$ cat src/rtl/prio_irq_pkg.sv
`timescale 1ns/1ps
// Package: shared source encoding and fixed vectors of the interrupt controller.
// Assumes a 16-bit vector space; source index order is also priority order.
package prio_irq_pkg;

    localparam int NSRC  = 5;
    localparam int VEC_W = 16;

    // Index grows with urgency: the highest set index wins arbitration.
    typedef enum logic [2:0] {
        SRC_EXT  = 3'd0,
        SRC_LO   = 3'd1,
        SRC_MID  = 3'd2,
        SRC_HI   = 3'd3,
        SRC_NMI  = 3'd4
    } src_e;

    localparam logic [VEC_W-1:0] VEC_NMI = 16'h0024;
    localparam logic [VEC_W-1:0] VEC_LO  = 16'h002C;
    localparam logic [VEC_W-1:0] VEC_MID = 16'h0034;
    localparam logic [VEC_W-1:0] VEC_HI  = 16'h003C;

    // Fixed vector of a source; the general request has none (zero).
    function automatic logic [VEC_W-1:0] fixed_vec(input src_e s);
        case (s)
            SRC_NMI: fixed_vec = VEC_NMI;
            SRC_HI:  fixed_vec = VEC_HI;
            SRC_MID: fixed_vec = VEC_MID;
            SRC_LO:  fixed_vec = VEC_LO;
            default: fixed_vec = '0;
        endcase
    endfunction

endpackage

$ cat src/rtl/prio_irq_edge.sv
`timescale 1ns/1ps
// Module: rising-edge request latch.
// Sets on a 0->1 transition of in_i and holds until clr_i. With HOLD_LEVEL=1
// it also drops as soon as the input is low (edge plus level qualification).
// Assumes in_i is already synchronous to clk. A set has priority over a clear.
module prio_irq_edge #(
    parameter bit HOLD_LEVEL = 1'b0
) (
    input  logic clk,
    input  logic rst_n,
    input  logic in_i,
    input  logic clr_i,
    output logic pend_o
);

    logic prev_q;
    logic rise;
    logic drop;

    assign rise = in_i & ~prev_q;

    // Variant choice: level-qualified latch or pure edge latch.
    generate
        if (HOLD_LEVEL) begin : g_level_qual
            assign drop = clr_i | ~in_i;
        end else begin : g_edge_only
            assign drop = clr_i;
        end
    endgenerate

    // Edge history and pending latch; a fresh edge beats any clear.
    always_ff @(posedge clk) begin
        if (!rst_n) begin
            prev_q <= 1'b0;
            pend_o <= 1'b0;
        end else begin
            prev_q <= in_i;
            if (rise)
                pend_o <= 1'b1;
            else if (drop)
                pend_o <= 1'b0;
        end
    end

    // a rising edge always leaves the latch set, even against a clear.
    a_r6_edge_sets: assert property (@(posedge clk) disable iff (!rst_n)
        (in_i && !prev_q) |=> pend_o);

endmodule

$ cat src/rtl/prio_irq_arb.sv
`timescale 1ns/1ps
// Module: fixed-priority arbiter over the eligible request vector.
// Purely combinational; the highest set index wins and its fixed vector is
// presented. Assumes eligibility (masks, enable) is already applied.
module prio_irq_arb
    import prio_irq_pkg::*;
#(
    parameter int N  = NSRC,
    parameter int VW = VEC_W
) (
    input  logic [N-1:0]  elig_i,
    output logic          any_o,
    output src_e          win_o,
    output logic [VW-1:0] vec_o
);

    // Priority scan: later (higher) indices overwrite lower ones.
    always_comb begin
        win_o = SRC_EXT;
        for (int i = 0; i < N; i++) begin
            if (elig_i[i])
                win_o = src_e'(3'(i));
        end
    end

    assign any_o = |elig_i;
    assign vec_o = VW'(fixed_vec(win_o));

endmodule

$ cat src/rtl/prio_irq_seq.sv
`timescale 1ns/1ps
// Module: acceptance sequencer and global enable.
// Accepts at a boundary when idle, issues the vector strobe or, for the
// general request, an acknowledge followed by a wait for a restart opcode.
// Assumes the core needs one cycle after each strobe before a new boundary.
module prio_irq_seq #(
    parameter int VW    = 16,
    parameter int OPC_W = 8
) (
    input  logic             clk,
    input  logic             rst_n,
    input  logic             boundary_i,
    input  logic             any_i,
    input  logic             win_ext_i,
    input  logic [VW-1:0]    win_vec_i,
    input  logic [OPC_W-1:0] opc_i,
    input  logic             opc_vld_i,
    input  logic             ie_set_i,
    input  logic             ie_clr_i,
    output logic             accept_o,
    output logic             take_o,
    output logic             ext_ack_o,
    output logic [VW-1:0]    vec_o,
    output logic             ie_o,
    output logic             busy_o
);

    localparam int SLOT_LO = 3;
    localparam int SLOT_W  = 3;
    localparam int ZPAD    = VW - SLOT_W - SLOT_LO;

    logic              opc_ok;
    logic [SLOT_W-1:0] slot;

    assign slot     = opc_i[SLOT_LO +: SLOT_W];
    assign opc_ok   = (opc_i[OPC_W-1 -: 2] == 2'b11) && (opc_i[SLOT_LO-1:0] == '1);
    assign accept_o = boundary_i & any_i & ~busy_o & ~take_o;

    // Strobes, vector register, wait state and global enable.
    always_ff @(posedge clk) begin
        if (!rst_n) begin
            take_o    <= 1'b0;
            ext_ack_o <= 1'b0;
            vec_o     <= '0;
            ie_o      <= 1'b0;
            busy_o    <= 1'b0;
        end else begin
            take_o    <= 1'b0;
            ext_ack_o <= 1'b0;
            if (accept_o) begin
                ie_o <= 1'b0;
                if (win_ext_i) begin
                    busy_o    <= 1'b1;
                    ext_ack_o <= 1'b1;
                end else begin
                    take_o <= 1'b1;
                    vec_o  <= win_vec_i;
                end
            end else if (ie_clr_i) begin
                ie_o <= 1'b0;
            end else if (ie_set_i) begin
                ie_o <= 1'b1;
            end
            if (busy_o && opc_vld_i && opc_ok) begin
                busy_o <= 1'b0;
                take_o <= 1'b1;
                vec_o  <= {{ZPAD{1'b0}}, slot, {SLOT_LO{1'b0}}};
            end
        end
    end

    // any acceptance leaves the enable cleared next cycle.
    a_r10_accept_drops_ie: assert property (@(posedge clk) disable iff (!rst_n)
        accept_o |=> !ie_o);

    // the vector strobe never lasts two cycles.
    a_r11_take_pulse: assert property (@(posedge clk) disable iff (!rst_n)
        take_o |=> !take_o);

    // the acknowledge only follows a boundary cycle.
    a_r9_ack_after_boundary: assert property (@(posedge clk) disable iff (!rst_n)
        ext_ack_o |-> $past(boundary_i));

    // a valid restart byte while waiting yields an 8-aligned vector.
    a_r9_opc_vector: assert property (@(posedge clk) disable iff (!rst_n)
        (busy_o && opc_vld_i && opc_ok) |=> (take_o && vec_o[SLOT_LO-1:0] == '0));

endmodule

$ cat src/rtl/prio_irq_ctrl.sv
`timescale 1ns/1ps
// Module: top of the prioritized vectored interrupt controller.
// Holds the restart masks, qualifies requests with masks and enable, and
// wires edge latches, arbiter and sequencer. Assumes all inputs synchronous.
module prio_irq_ctrl
    import prio_irq_pkg::*;
#(
    parameter int VW    = VEC_W,
    parameter int OPC_W = 8
) (
    input  logic             clk,
    input  logic             rst_n,
    input  logic             nmi_i,
    input  logic             req_hi_i,
    input  logic             req_mid_i,
    input  logic             req_lo_i,
    input  logic             ext_req_i,
    input  logic             boundary_i,
    input  logic             ie_set_i,
    input  logic             ie_clr_i,
    input  logic             mask_wr_i,
    input  logic [3:0]       mask_wdata_i,
    input  logic [OPC_W-1:0] opc_i,
    input  logic             opc_vld_i,
    output logic             take_o,
    output logic [VW-1:0]    vec_o,
    output logic             ext_ack_o,
    output logic             ie_o,
    output logic [2:0]       mask_o,
    output logic [NSRC-1:0]  pend_o
);

    localparam int NMASK = 3;

    logic [NMASK-1:0] mask_q;
    logic             nmi_lat;
    logic             hi_lat;
    logic             nmi_pend;
    logic [NSRC-1:0]  elig;
    logic             any;
    src_e             win;
    logic [VW-1:0]    win_vec;
    logic             accept;
    logic             busy;
    logic             clr_nmi;
    logic             clr_hi;

    // Restart masks: all set on reset, loaded by a mask write.
    always_ff @(posedge clk) begin
        if (!rst_n)
            mask_q <= '1;
        else if (mask_wr_i)
            mask_q <= mask_wdata_i[NMASK-1:0];
    end

    assign clr_nmi = accept & (win == SRC_NMI);
    assign clr_hi  = (accept & (win == SRC_HI)) | (mask_wr_i & mask_wdata_i[NMASK]);

    prio_irq_edge #(.HOLD_LEVEL(1'b1)) u_nmi_edge (
        .clk(clk), .rst_n(rst_n), .in_i(nmi_i), .clr_i(clr_nmi), .pend_o(nmi_lat)
    );

    prio_irq_edge #(.HOLD_LEVEL(1'b0)) u_hi_edge (
        .clk(clk), .rst_n(rst_n), .in_i(req_hi_i), .clr_i(clr_hi), .pend_o(hi_lat)
    );

    assign nmi_pend = nmi_lat & nmi_i;

    // Eligibility: non-maskable ignores enable; others need enable and no mask.
    assign elig[SRC_NMI] = nmi_pend;
    assign elig[SRC_HI]  = hi_lat    & ~mask_q[2] & ie_o;
    assign elig[SRC_MID] = req_mid_i & ~mask_q[1] & ie_o;
    assign elig[SRC_LO]  = req_lo_i  & ~mask_q[0] & ie_o;
    assign elig[SRC_EXT] = ext_req_i & ie_o;

    prio_irq_arb #(.N(NSRC), .VW(VW)) u_arb (
        .elig_i(elig), .any_o(any), .win_o(win), .vec_o(win_vec)
    );

    prio_irq_seq #(.VW(VW), .OPC_W(OPC_W)) u_seq (
        .clk(clk), .rst_n(rst_n), .boundary_i(boundary_i), .any_i(any),
        .win_ext_i(win == SRC_EXT), .win_vec_i(win_vec),
        .opc_i(opc_i), .opc_vld_i(opc_vld_i),
        .ie_set_i(ie_set_i), .ie_clr_i(ie_clr_i),
        .accept_o(accept), .take_o(take_o), .ext_ack_o(ext_ack_o),
        .vec_o(vec_o), .ie_o(ie_o), .busy_o(busy)
    );

    assign mask_o = mask_q;
    assign pend_o = {nmi_pend, hi_lat, req_mid_i, req_lo_i, ext_req_i};

    // a qualified non-maskable request at a free boundary is taken.
    a_r4_nmi_taken: assert property (@(posedge clk) disable iff (!rst_n)
        (nmi_pend && boundary_i && !busy && !take_o) |=> (take_o && vec_o == VEC_NMI));

    // strobe and acknowledge never coincide.
    a_r11_one_strobe: assert property (@(posedge clk) disable iff (!rst_n)
        $onehot0({take_o, ext_ack_o}));

    // the low restart vector only follows an unmasked low line.
    a_r5_low_unmasked: assert property (@(posedge clk) disable iff (!rst_n)
        (take_o && vec_o == VEC_LO) |-> $past(!mask_q[0]));

endmodule

$ cat config.mk
export PLATFORM = sky130hd
export DESIGN_NAME = prio_irq_ctrl
export DESIGN_NICKNAME = d
export VERILOG_FILES = /design/src/rtl/prio_irq_pkg.sv /design/src/rtl/prio_irq_edge.sv /design/src/rtl/prio_irq_arb.sv /design/src/rtl/prio_irq_seq.sv /design/src/rtl/prio_irq_ctrl.sv
export SDC_FILE = /design/constraint.sdc
export NUM_CORES = 1
export LEC_CHECK = 0
export BUFFER_PORTS_ARGS = -buffer_cell sky130_fd_sc_hd__buf_4
export CORE_UTILIZATION = 38
export CTS_BUF_LIST = sky130_fd_sc_hd__clkbuf_8
export DETAILED_ROUTE_END_ITERATION = 8
export GPL_TIMING_DRIVEN = 0
export PLACE_DENSITY = 0.81
export SETUP_SLACK_MARGIN = 0.15
export SKIP_CTS_REPAIR_TIMING = 1
export SYNTH_ARGS = -nofsm -noshare
export SYNTH_HDL_FRONTEND = slang
export SYNTH_SLANG_ARGS = --single-unit
$ cat constraint.sdc
create_clock -name clk -period 1.3 [get_ports clk]
set_clock_uncertainty 0.1 [all_clocks]
set_input_delay 0.13 -clock clk [delete_from_list [all_inputs] [get_ports clk]]
set_output_delay 0.13 -clock clk [all_outputs]
set_load 0.05 [all_outputs]
==> After elaboration in Yosys (flattened, before gate mapping) <==
Index checks and enable logic that the tools add are counted.
{ "totals": {"regBits": 17, "inputBits": 24, "output_inout_bits": 27, "elab_cells": 76} }
{ "classes": {"eq_ne": 7, "mux": 16, "bitwise_logic": 28, "n_reduce_logical": 14} }
{ "op_table": {"columns": ["op", "n"], "rows": [
  ["6-bit one-hot mux with 4 select lines", 1],
  ["6-bit 2-to-1 mux", 3],
  ["1-bit bitwise AND", 16],
  ["1-bit inverter", 10],
  ["1-bit 2-to-1 mux", 9],
  ["2-bit AND reduction", 4],
  ["3-bit by 2-bit == test with 1-bit output (second input constant)", 2],
  ["3-bit == test (second input constant)", 2],
  ["2-bit nonzero test", 3],
  ["5-bit OR reduction", 1],
  ["2-bit 2-to-1 mux", 2],
  ["3-bit by 1-bit == test with 1-bit output (second input constant)", 1],
  ["1-bit logical AND", 3],
  ["3-bit zero test", 1],
  ["3-bit 2-to-1 mux", 1],
  ["3-bit OR reduction", 1],
  ["2-bit == test (second input constant)", 1],
  ["2-bit inequality test (second input constant)", 1],
  ["1-bit OR", 2],
  ["2-bit OR reduction", 1]
]} }

==> Logic depth before layout (Yosys ltp) <==
Gate-level depths: netlist (run 1).
{ "depth": {"word_depth": 12, "depth_mapped": 6, "depth_no_buf": 5} }

==> Cells and area by module <==
A second synthesis (run 1) with hierarchy kept.
{ "hier_totals": {"cells_unflattened": 158, "hier_area_um2": 1356.3} }
{ "modules_own_cells": {"columns": ["mod", "instances", "cells_per_inst", "area_per_inst_um2", "seq_area_each_um2"], "rows": [
  ["prio_irq_seq", 1, 95, 850.8, 400.4],
  ["prio_irq_ctrl", 1, 28, 203.9, 60.1],
  ["prio_irq_arb", 1, 24, 157.7, 0.0],
  ["prio_irq_edge at u_nmi_edge", 1, 5, 73.8, 40.0],
  ["prio_irq_edge at u_hi_edge", 1, 6, 70.1, 40.0]
]} }

==> Worst setup path before layout (run 1) <==
No wires, ideal clock.
{ "synth_path": {"path_kind": "register -> register", "start": "register mask_q[2] (netlist: mask_o[2])", "end": "register u_seq.vec_o[5]", "setup_ps": 119, "arrival_time_ps": 1472, "required_time_ps": 1081, "slack_ps": -390, "stages_incl_launch_ff": 7, "n_path_buf": 1, "period_less_slack_ps": 1690, "path_cell_list": "dfxtp_1 > nor2b_1 > o21ai_1 > and3_1 > buf_4 > o21ai_2 > o221a_2"} }
{ "synth_between": {"elab_chain_cells": 10, "elab_cells_between_ends": 21, "cone_classes": "eq/ne: 5; mux: 6; bitwise: 6; reduce/logical: 4"} }
{ "synth_rtl": {"columns": ["element", "line_no", "text"], "rows": [
  ["start: declaration", "prio_irq_ctrl.sv:35", "logic [NMASK-1:0] mask_q;"],
  ["start signal: assignment", "prio_irq_ctrl.sv:53", "mask_q <= mask_wdata_i[NMASK-1:0];"],
  ["1-bit inverter *", "prio_irq_ctrl.sv:71", "assign elig[SRC_HI] = hi_lat & ~mask_q[2] & ie_o;"],
  ["1-bit bitwise AND * (2 in series)", "prio_irq_ctrl.sv:71", null],
  ["2-bit 2-to-1 mux", "prio_irq_arb.sv:21", "if (elig_i[i])"],
  ["3-bit 2-to-1 mux", "prio_irq_arb.sv:21", null],
  ["3-bit by 1-bit == test with 1-bit output, or another cell as far along", "prio_irq_pkg.sv:25", "case (s)"],
  ["6-bit one-hot mux with 4 select lines", "prio_irq_pkg.sv:25", null],
  ["6-bit 2-to-1 mux", "prio_irq_seq.sv:52", "if (win_ext_i) begin"],
  ["6-bit 2-to-1 mux", "prio_irq_seq.sv:50", "if (accept_o) begin"],
  ["6-bit 2-to-1 mux", "prio_irq_seq.sv:64", "if (busy_o && opc_vld_i && opc_ok) begin"],
  ["end signal: assignment", "prio_irq_seq.sv:57", "vec_o <= win_vec_i;"],
  ["end signal: assignment", "prio_irq_seq.sv:67", "vec_o <= {{ZPAD{1'b0}}, slot, {SLOT_LO{1'b0}}};"],
  ["end: declaration", "prio_irq_seq.sv:23", "output logic [VW-1:0] vec_o,"]
]} }
Every way passes the cells marked *; elsewhere a longest branch is shown, timed or not. The select of a mux whose other input is x is not followed.
A chain may end at the register's enable or synchronous reset.

==> Worst setup path in the final report (run 1) <==
{ "layout_path": {"start": "register u_seq.busy_o", "end": "register u_hi_edge.pend_o"} }
{ "layout_between": {"elab_chain_cells": 6} }
{ "layout_rtl": {"columns": ["element", "line_no", "text"], "rows": [
  ["start: declaration", "prio_irq_seq.sv:25", "output logic busy_o"],
  ["start signal: assignment", "prio_irq_seq.sv:46", "busy_o <= 1'b0;"],
  ["start signal: assignment", "prio_irq_seq.sv:53", "busy_o <= 1'b1;"],
  ["start signal: assignment", "prio_irq_seq.sv:65", "busy_o <= 1'b0;"],
  ["1-bit inverter", "prio_irq_seq.sv:37", "assign accept_o = boundary_i & any_i & ~busy_o & ~take_o;"],
  ["1-bit bitwise AND (2 in series)", "prio_irq_seq.sv:37", null],
  ["1-bit bitwise AND", "prio_irq_ctrl.sv:57", "assign clr_hi = (accept & (win == SRC_HI)) | (mask_wr_i & mask_wdata_i[NMASK]);"],
  ["1-bit OR", "prio_irq_ctrl.sv:57", null],
  ["2-bit nonzero test (no source line)", null, null],
  ["end signal: assignment", "prio_irq_edge.sv:35", "pend_o <= 1'b0;"],
  ["end signal: assignment", "prio_irq_edge.sv:39", "pend_o <= 1'b1;"],
  ["end signal: assignment", "prio_irq_edge.sv:41", "pend_o <= 1'b0;"],
  ["end: declaration", "prio_irq_edge.sv:13", "output logic pend_o"]
]} }
No other way between the ends.

==> results of run 1 <==
==> critical path, delay by kind of cell, from the launching register on <==
| family | cells | cell delay (ns) |
|---|---|---|
| compound gates | 2 | 0.25 |
| buf+inv | 1 | 0.14 |
| flops | 1 | 0.32 |
| simple gates | 2 | 0.52 |
==> cell type report <==
cell class                      count  area share [%]
Multi-Input combinational cell     58            29.8
Inverter                            4            1.15
Clock inverter                      1           0.289
Clock buffer                        3            3.18
Sequential cell                    15            24.6
Buffer                             20            12.1
Timing Repair Buffer               44            26.4
Tap cell                           25            2.41
==> path summary, 6_finish.rpt <==
| path | from | cells past startpoint | endpoint |
|---|---|---|---|
| worst min-delay path | mask_wdata_i[0] | 3 | mask_o[0]$_SDFFE_PN1P_ |
| worst max-delay path | u_seq.busy_o$_SDFFE_PP0P_ | 5 | u_hi_edge.pend_o$_SDFFE_PN0P_ |
| worst max register to register | u_seq.busy_o$_SDFFE_PP0P_ | 5 | u_hi_edge.pend_o$_SDFFE_PN0P_ |
| worst min register to register | u_nmi_edge.prev_q$_SDFF_PN0_ | 1 | u_nmi_edge.pend_o$_SDFFE_PN0P_ |
==> cell families (layout without fill, tap and decap cells) <==
family,Yosys count,after routing,synth area share (%)
other cells,1,12,0.494
compound gates,15,15,14.3
buf+inv,24,72,21.7
simple gates,28,28,19.9
flops,15,15,39.5
mux,3,3,3.95
==> per-layer routing <==
metal,routed length (um),part of all wire (%)
met1,720,36
met2,1110,56
met3,117,5.9
met4,45,2.3
met5,0,0
==> metrics by stage <==
step                hold slack (ns)  worst slack [ns]  instances  total power (uW)  util (%)
finish                     -0.00326            -0.166        170              1240      72.2
floorplan                    0.0968            -0.186         97               744         -
CTS                         -0.0717            -0.173        164              1210      65.6
global route                0.00819            -0.206        170              1290      72.2
global placement              0.186            -0.152        160               839      63.1
detailed placement            0.191            -0.159        160               845      63.1
==> power groups by stage <==
stage	logic, uW	registers (uW)	clock network (uW)
after detailed placement	346	499	0
after floorplan	207	537	0
final	378	494	364
after CTS	346	489	374
after global placement	341	498	0
after global routing	398	496	396
==> cells in the final DEF (no fill, tap or decap), drive strengths merged <==
cell         netlist  routed
inv                4       5
o21a               1       1
mux2i              3       3
and2               2       2
nand2             12      12
o21ai              4       4
a21oi              2       2
nor2               4       4
and4               1       1
a21boi             2       2
nor2b              2       2
o22ai              1       1
o211ai             1       1
o2111ai            1       1
nand2b             1       1
buf               19      61
or3b               1       1
dfxtp             15      15
nor4b              1       1
o22a               1       1
dlygate4sd3        0       2
clkbuf             1       4
o221a              1       1
conb               1      12
nand4              1       1
and3               2       2
o21ba              1       1
nand3b             1       1
==> key figures, run 1 <==
Global routing
  – Total GRT Usage: 17.6%
  – First-pass GRT wire length: 2.48 mm
  – Vias in the first global route: 600
  – Pin count of the biggest net entering global routing: 11
  – Total grt overflow: 0
  – Most Crowded Layer GR: met2
  – GRT met2 Usage: 30.0%
  – Met1 usage in global routing: 18.2%
  – Initial antenna violation count: 0
  – Met3 Usage GRT: 5.88%

Floorplanning
  – Core Rows: 15
  – Core footprint: 0.00180 mm2
  – Boundary pin count: 51
  – Chip width: 46.7 um
  – Initial Util: 42.2%
  – Die Span Y: 46.7 um
  – Die area: 0.00218 mm2

Detailed routing
  – Final wirelength: 1.99 mm
  – Post-route ant nets: 0
  – Via density: 4.49
  – 1st-iter DRT viols: 4
  – Vias: 763
  – Drt wl/cell: 11.7 um
  – Initial DRT Pass Iterations: 4
  – DRC: 0

Power
  – Flop pwr share: 40.0%
  – Sw frac: 31.6%
  – Clock power frac: 29.4%
  – Comb pwr share: 30.6%
  – Max VDD drop: 0.625 mV
  – Leak: 0.000663 uW
  – Pwr Density: 951 mW/mm2
  – P_sw: 390 uW
  – Int Pwr: 846 uW

Placement
  – Placer Congestion: 0.780
  – Post-DP Area: 0.00114 mm2
  – IO buf count: 38
  – Post-DP HPWL: 1.41 mm

Clock network
  – CTS tree: done
  – CTS buffer count: 3
  – # clock sinks: 15
  – CTS Root Cell: clkbuf_8
  – H-Tree Level Count: 1
  – Clk Latency, worst-skew pair: 0.25 ns
  – Worst-path clk slew: 0.06 ns
  – Max clock buf depth: 2

Worst setup path
  – Setup CP Type: flop to flop
  – Critical Path Start Type: flop
  – Required @ worst endpoint: 1.33 ns
  – Max incr delay on CP: 0.38 ns
  – Worst path arrival time: 1.50 ns
  – Reg-to-reg slack, setup: -0.17 ns
  – Slowest CP cell: or3b_1
  – Crit Path Max Fanout: 6
  – Crit end category: flop
  – Critical path cell sequence: or3b_1 > buf_6 > nand2b_4 > o2111ai_1 > o21ai_1

Run
  – Max-cap viol count: 0

STA
  – Clock period minus worst slack: 1.47 ns
  – Hold slack: -0.00326 ns
  – Final Hold Viols: 1
  – Unrepaired setup endpoints after global routing: yes
  – Final worst-path cycle share: 113%
  – Achievable clock frequency: 682 MHz
  – Setup ws final: -0.166 ns
  – Sum Neg Setup Slack: -0.952 ns
  – Setup violators final: 9
  – Final slew viol count: 0

Layout
  – Share of layout cells above drive strength 1: 59.3%
  – Finished Cell Area: 0.00130 mm2
  – Area of the multi-input gates: 388 um2
  – Largest reg by FF count: u_seq.vec_o
  – Area Growth Syn to Fin: 71.2%
  – # diodes: 0
  – Max FFs per register: 4
  – Fillers: 152
  – Nets: 170
  – Storage cell area: 320 um2

Synth
  – Seq/Total Area, Yosys: 39.5%
  – Ranking of synthesized cells by area: dfxtp_1, buf_4, nand2_1
  – Count of cell types in the netlist: 31
  – Top_reg_cell synth: dfxtp_1
  – Dominant cell type by area after synthesis: dfxtp_1
  – Netlist Area Pre-Place: 759 um2
  – YS warnings: 0
  – Ys async rst share: 0%
  – Yosys top cell area share: 39.5%
  – #FFs+latches synth: 15
  – Post-synth top cells: buf_4, dfxtp_1, nand2_1
  – Post-synthesis average cell area: 8.83 um2
  – Syn Inst Count: 86
  – EDFF count, synth: 0
  – Most numerous cell in the Yosys netlist: buf_4

Run status
  – Violated checks: hold timing, setup timing
  – Status: complete, but fails checks

Min path
  – Min-delay worst type: input port to flop
No activity file was read; power rests on OpenSTA's default activity.
==> run 2, diff against run 1 <==
--- a/config.mk
+++ b/config.mk
@@ -10,7 +10,7 @@
 export CTS_BUF_LIST = sky130_fd_sc_hd__clkbuf_8
 export DETAILED_ROUTE_END_ITERATION = 8
 export GPL_TIMING_DRIVEN = 0
-export PLACE_DENSITY = 0.81
+export PLACE_DENSITY = 0.77
 export SETUP_SLACK_MARGIN = 0.15
 export SKIP_CTS_REPAIR_TIMING = 1
 export SYNTH_ARGS = -nofsm -noshare
==> run 2 against run 1 <==
  * The run still ends with hold timing, setup timing left
  * Final area shrank 0.39%
  * Total power grew 1.3%
  * Wire length shrank 3.4%
  * Largest power group unchanged
  * Worst setup slack lost 0.00092 ns
  * Final cell count shrank 0.59%
  * Flip-flop and latch count is the same
  * Sequential share of layout area grew 0.095 points
  * Register-to-register slack is essentially flat
  * Critical endpoint unchanged
  * Clock power grew 4%
==> key figures, run 2 (synthesis results as in run 1) <==
Global routing
  – Total grt overflow: 0 (unchanged)
  – First-pass GRT wire length: 2.41 mm (-2.8%)
  – Pin count of the biggest net entering global routing: 11 (unchanged)
  – Total GRT Usage: 15.9% (-1.8 points)
  – Vias in the first global route: 564 (-6.0%)
  – Initial antenna violation count: 0 (unchanged)

Clock network
  – CTS Root Cell: clkbuf_8
  – Clk Latency, worst-skew pair: 0.25 ns (about the same)
  – Max clock buf depth: 2 (unchanged)
  – # clock sinks: 15 (unchanged)
  – Worst-path clk slew: 0.06 ns (about the same)
  – CTS tree: done
  – CTS buffer count: 3 (unchanged)
  – H-Tree Level Count: 1 (unchanged)

Floorplanning
  – Chip width: 46.7 um (unchanged)
  – Boundary pin count: 51 (unchanged)
  – Core Rows: 15 (unchanged)
  – Initial Util: 42.2% (unchanged)
  – Die area: 0.00218 mm2 (unchanged)
  – Core footprint: 0.00180 mm2 (unchanged)
  – Die Span Y: 46.7 um (unchanged)

Layout
  – Finished Cell Area: 0.00129 mm2 (-0.39%)
  – Storage cell area: 320 um2 (unchanged)
  – # diodes: 0 (unchanged)
  – Area Growth Syn to Fin: 70.5%
  – Largest reg by FF count: u_seq.vec_o
  – Area of the multi-input gates: 389 um2 (+0.32%)
  – Most frequent cells in the layout: buf_4, conb_1, nand2_1
  – Nets: 169 (-0.59%)
  – Fillers: 153 (+0.66%)
  – Share of layout cells above drive strength 1: 61.1% (+1.8 points)
  – Max FFs per register: 4 (unchanged)
  – Commonest non-fill, non-tap cell in the layout: buf_4

Placement
  – IO buf count: 38 (unchanged)
  – Post-DP Area: 0.00114 mm2 (unchanged)
  – Post-DP HPWL: 1.38 mm (-2.3%)
  – DP Worst Slack: -0.192 ns (-0.0330 ns)
  – Placer Congestion: 0.765 (-2.0%)

Worst setup path
  – Critical path cell sequence: or3b_1 > buf_6 > nand2b_4 > o2111ai_2 > o21ai_1
  – Max incr delay on CP: 0.38 ns (about the same)
  – Critical Path Start Type: flop
  – Critical path's top delay family: simple AND/OR/NAND/NOR gates
  – Slowest CP cell: or3b_1
  – Crit Path Max Fanout: 7 (+1)
  – Reg-to-reg slack, setup: -0.17 ns (about the same)
  – Worst path arrival time: 1.50 ns (about the same)
  – Crit end category: flop
  – Setup CP Type: flop to flop
  – Critical path buffers and inverters: 1 (unchanged)
  – Required @ worst endpoint: 1.33 ns (about the same)

STA
  – Setup violators final: 9 (unchanged)
  – Hold slack: -0.00483 ns (-0.00157 ns)
  – Unrepaired setup endpoints after global routing: yes
  – Setup ws final: -0.167 ns (-0.000922 ns)
  – Achievable clock frequency: 681 MHz (about the same)
  – Final Hold Viols: 1 (unchanged)
  – Final worst-path cycle share: 113% (about the same)
  – Clock period minus worst slack: 1.47 ns (+0.000922 ns)
  – Final slew viol count: 0 (unchanged)

Detailed routing
  – Drt wl/cell: 11.4 um (-2.8%)
  – Vias: 726 (-4.8%)
  – DRC: 0 (unchanged)
  – Initial DRT Pass Iterations: 4 (unchanged)
  – Via density: 4.30 (-4.3%)
  – 1st-iter DRT viols: 6 (+2)
  – Post-route ant nets: 0 (unchanged)
  – Final wirelength: 1.92 mm (-3.4%)

Run status
  – Status: complete, but fails checks
  – Violated checks: hold timing, setup timing

Power
  – Overall power: 1250 uW (+1.3%)
  – Max VDD drop: 0.709 mV (+13%)
  – Pwr Density: 966 mW/mm2 (+1.6%)
  – Leak: 0.000649 uW (-2.1%)

Run
  – Max-cap viol count: 0 (unchanged)

Min path
  – Min-delay worst type: input port to flop
run 2: metrics by stage:
stage	setup TNS (ns)	util [%]	hold WS, ns	instances
floorplan	-0.743	-	0.0968	97
detailed placement	-0.772	63.1	0.187	160
global placement	-0.632	63.1	0.187	160
finish	-0.961	71.9	-0.00483	169
CTS	-0.879	65.7	-0.0734	164
global route	-1.48	71.9	0.00332	169
run 2: worst min-delay path: cells and delay by family:
kind	cells	cell delay, ns
multiplexers	1	0.05
AND/OR/NAND/NOR	1	0.06
buffers and inverters	1	0.08
run 2: cell type report:
class                           instances  area share [%]
Tap cell                               25            2.42
Clock inverter                          1           0.386
Clock buffer                            3            3.19
Multi-Input combinational cell         58            30.0
Sequential cell                        15            24.7
Inverter                                4            1.16
Timing Repair Buffer                   43            25.9
Buffer                                 20            12.2
run 2: worst paths after layout:
check | to | depth (start not counted) | start
min | mask_o[0]$_SDFFE_PN1P_ | 3 | mask_wdata_i[0]
max reg2reg | u_hi_edge.pend_o$_SDFFE_PN0P_ | 5 | u_seq.take_o$_SDFF_PN0_
min reg2reg | u_nmi_edge.pend_o$_SDFFE_PN0P_ | 1 | u_nmi_edge.prev_q$_SDFF_PN0_
max | u_hi_edge.pend_o$_SDFFE_PN0P_ | 5 | u_seq.take_o$_SDFF_PN0_
run 2: per-layer routing:
metal / track usage (%) / up-vias / share of wire (%)
li1: - / 373 / -
met1: 20.1 / 326 / 40
met2: 25.8 / 25 / 54
met3: 4.71 / 2 / 5.4
met4: 5.14 / 0 / 0.83
met5: 0 / - / 0
run 2: power by group:
| group | leakage (uW) | internal, uW | switching, uW |
|---|---|---|---|
| Sequential | 0.000125 | 478 | 16.0 |
| Clock | 0.0000255 | 212 | 167 |
| Combinational | 0.000498 | 158 | 220 |
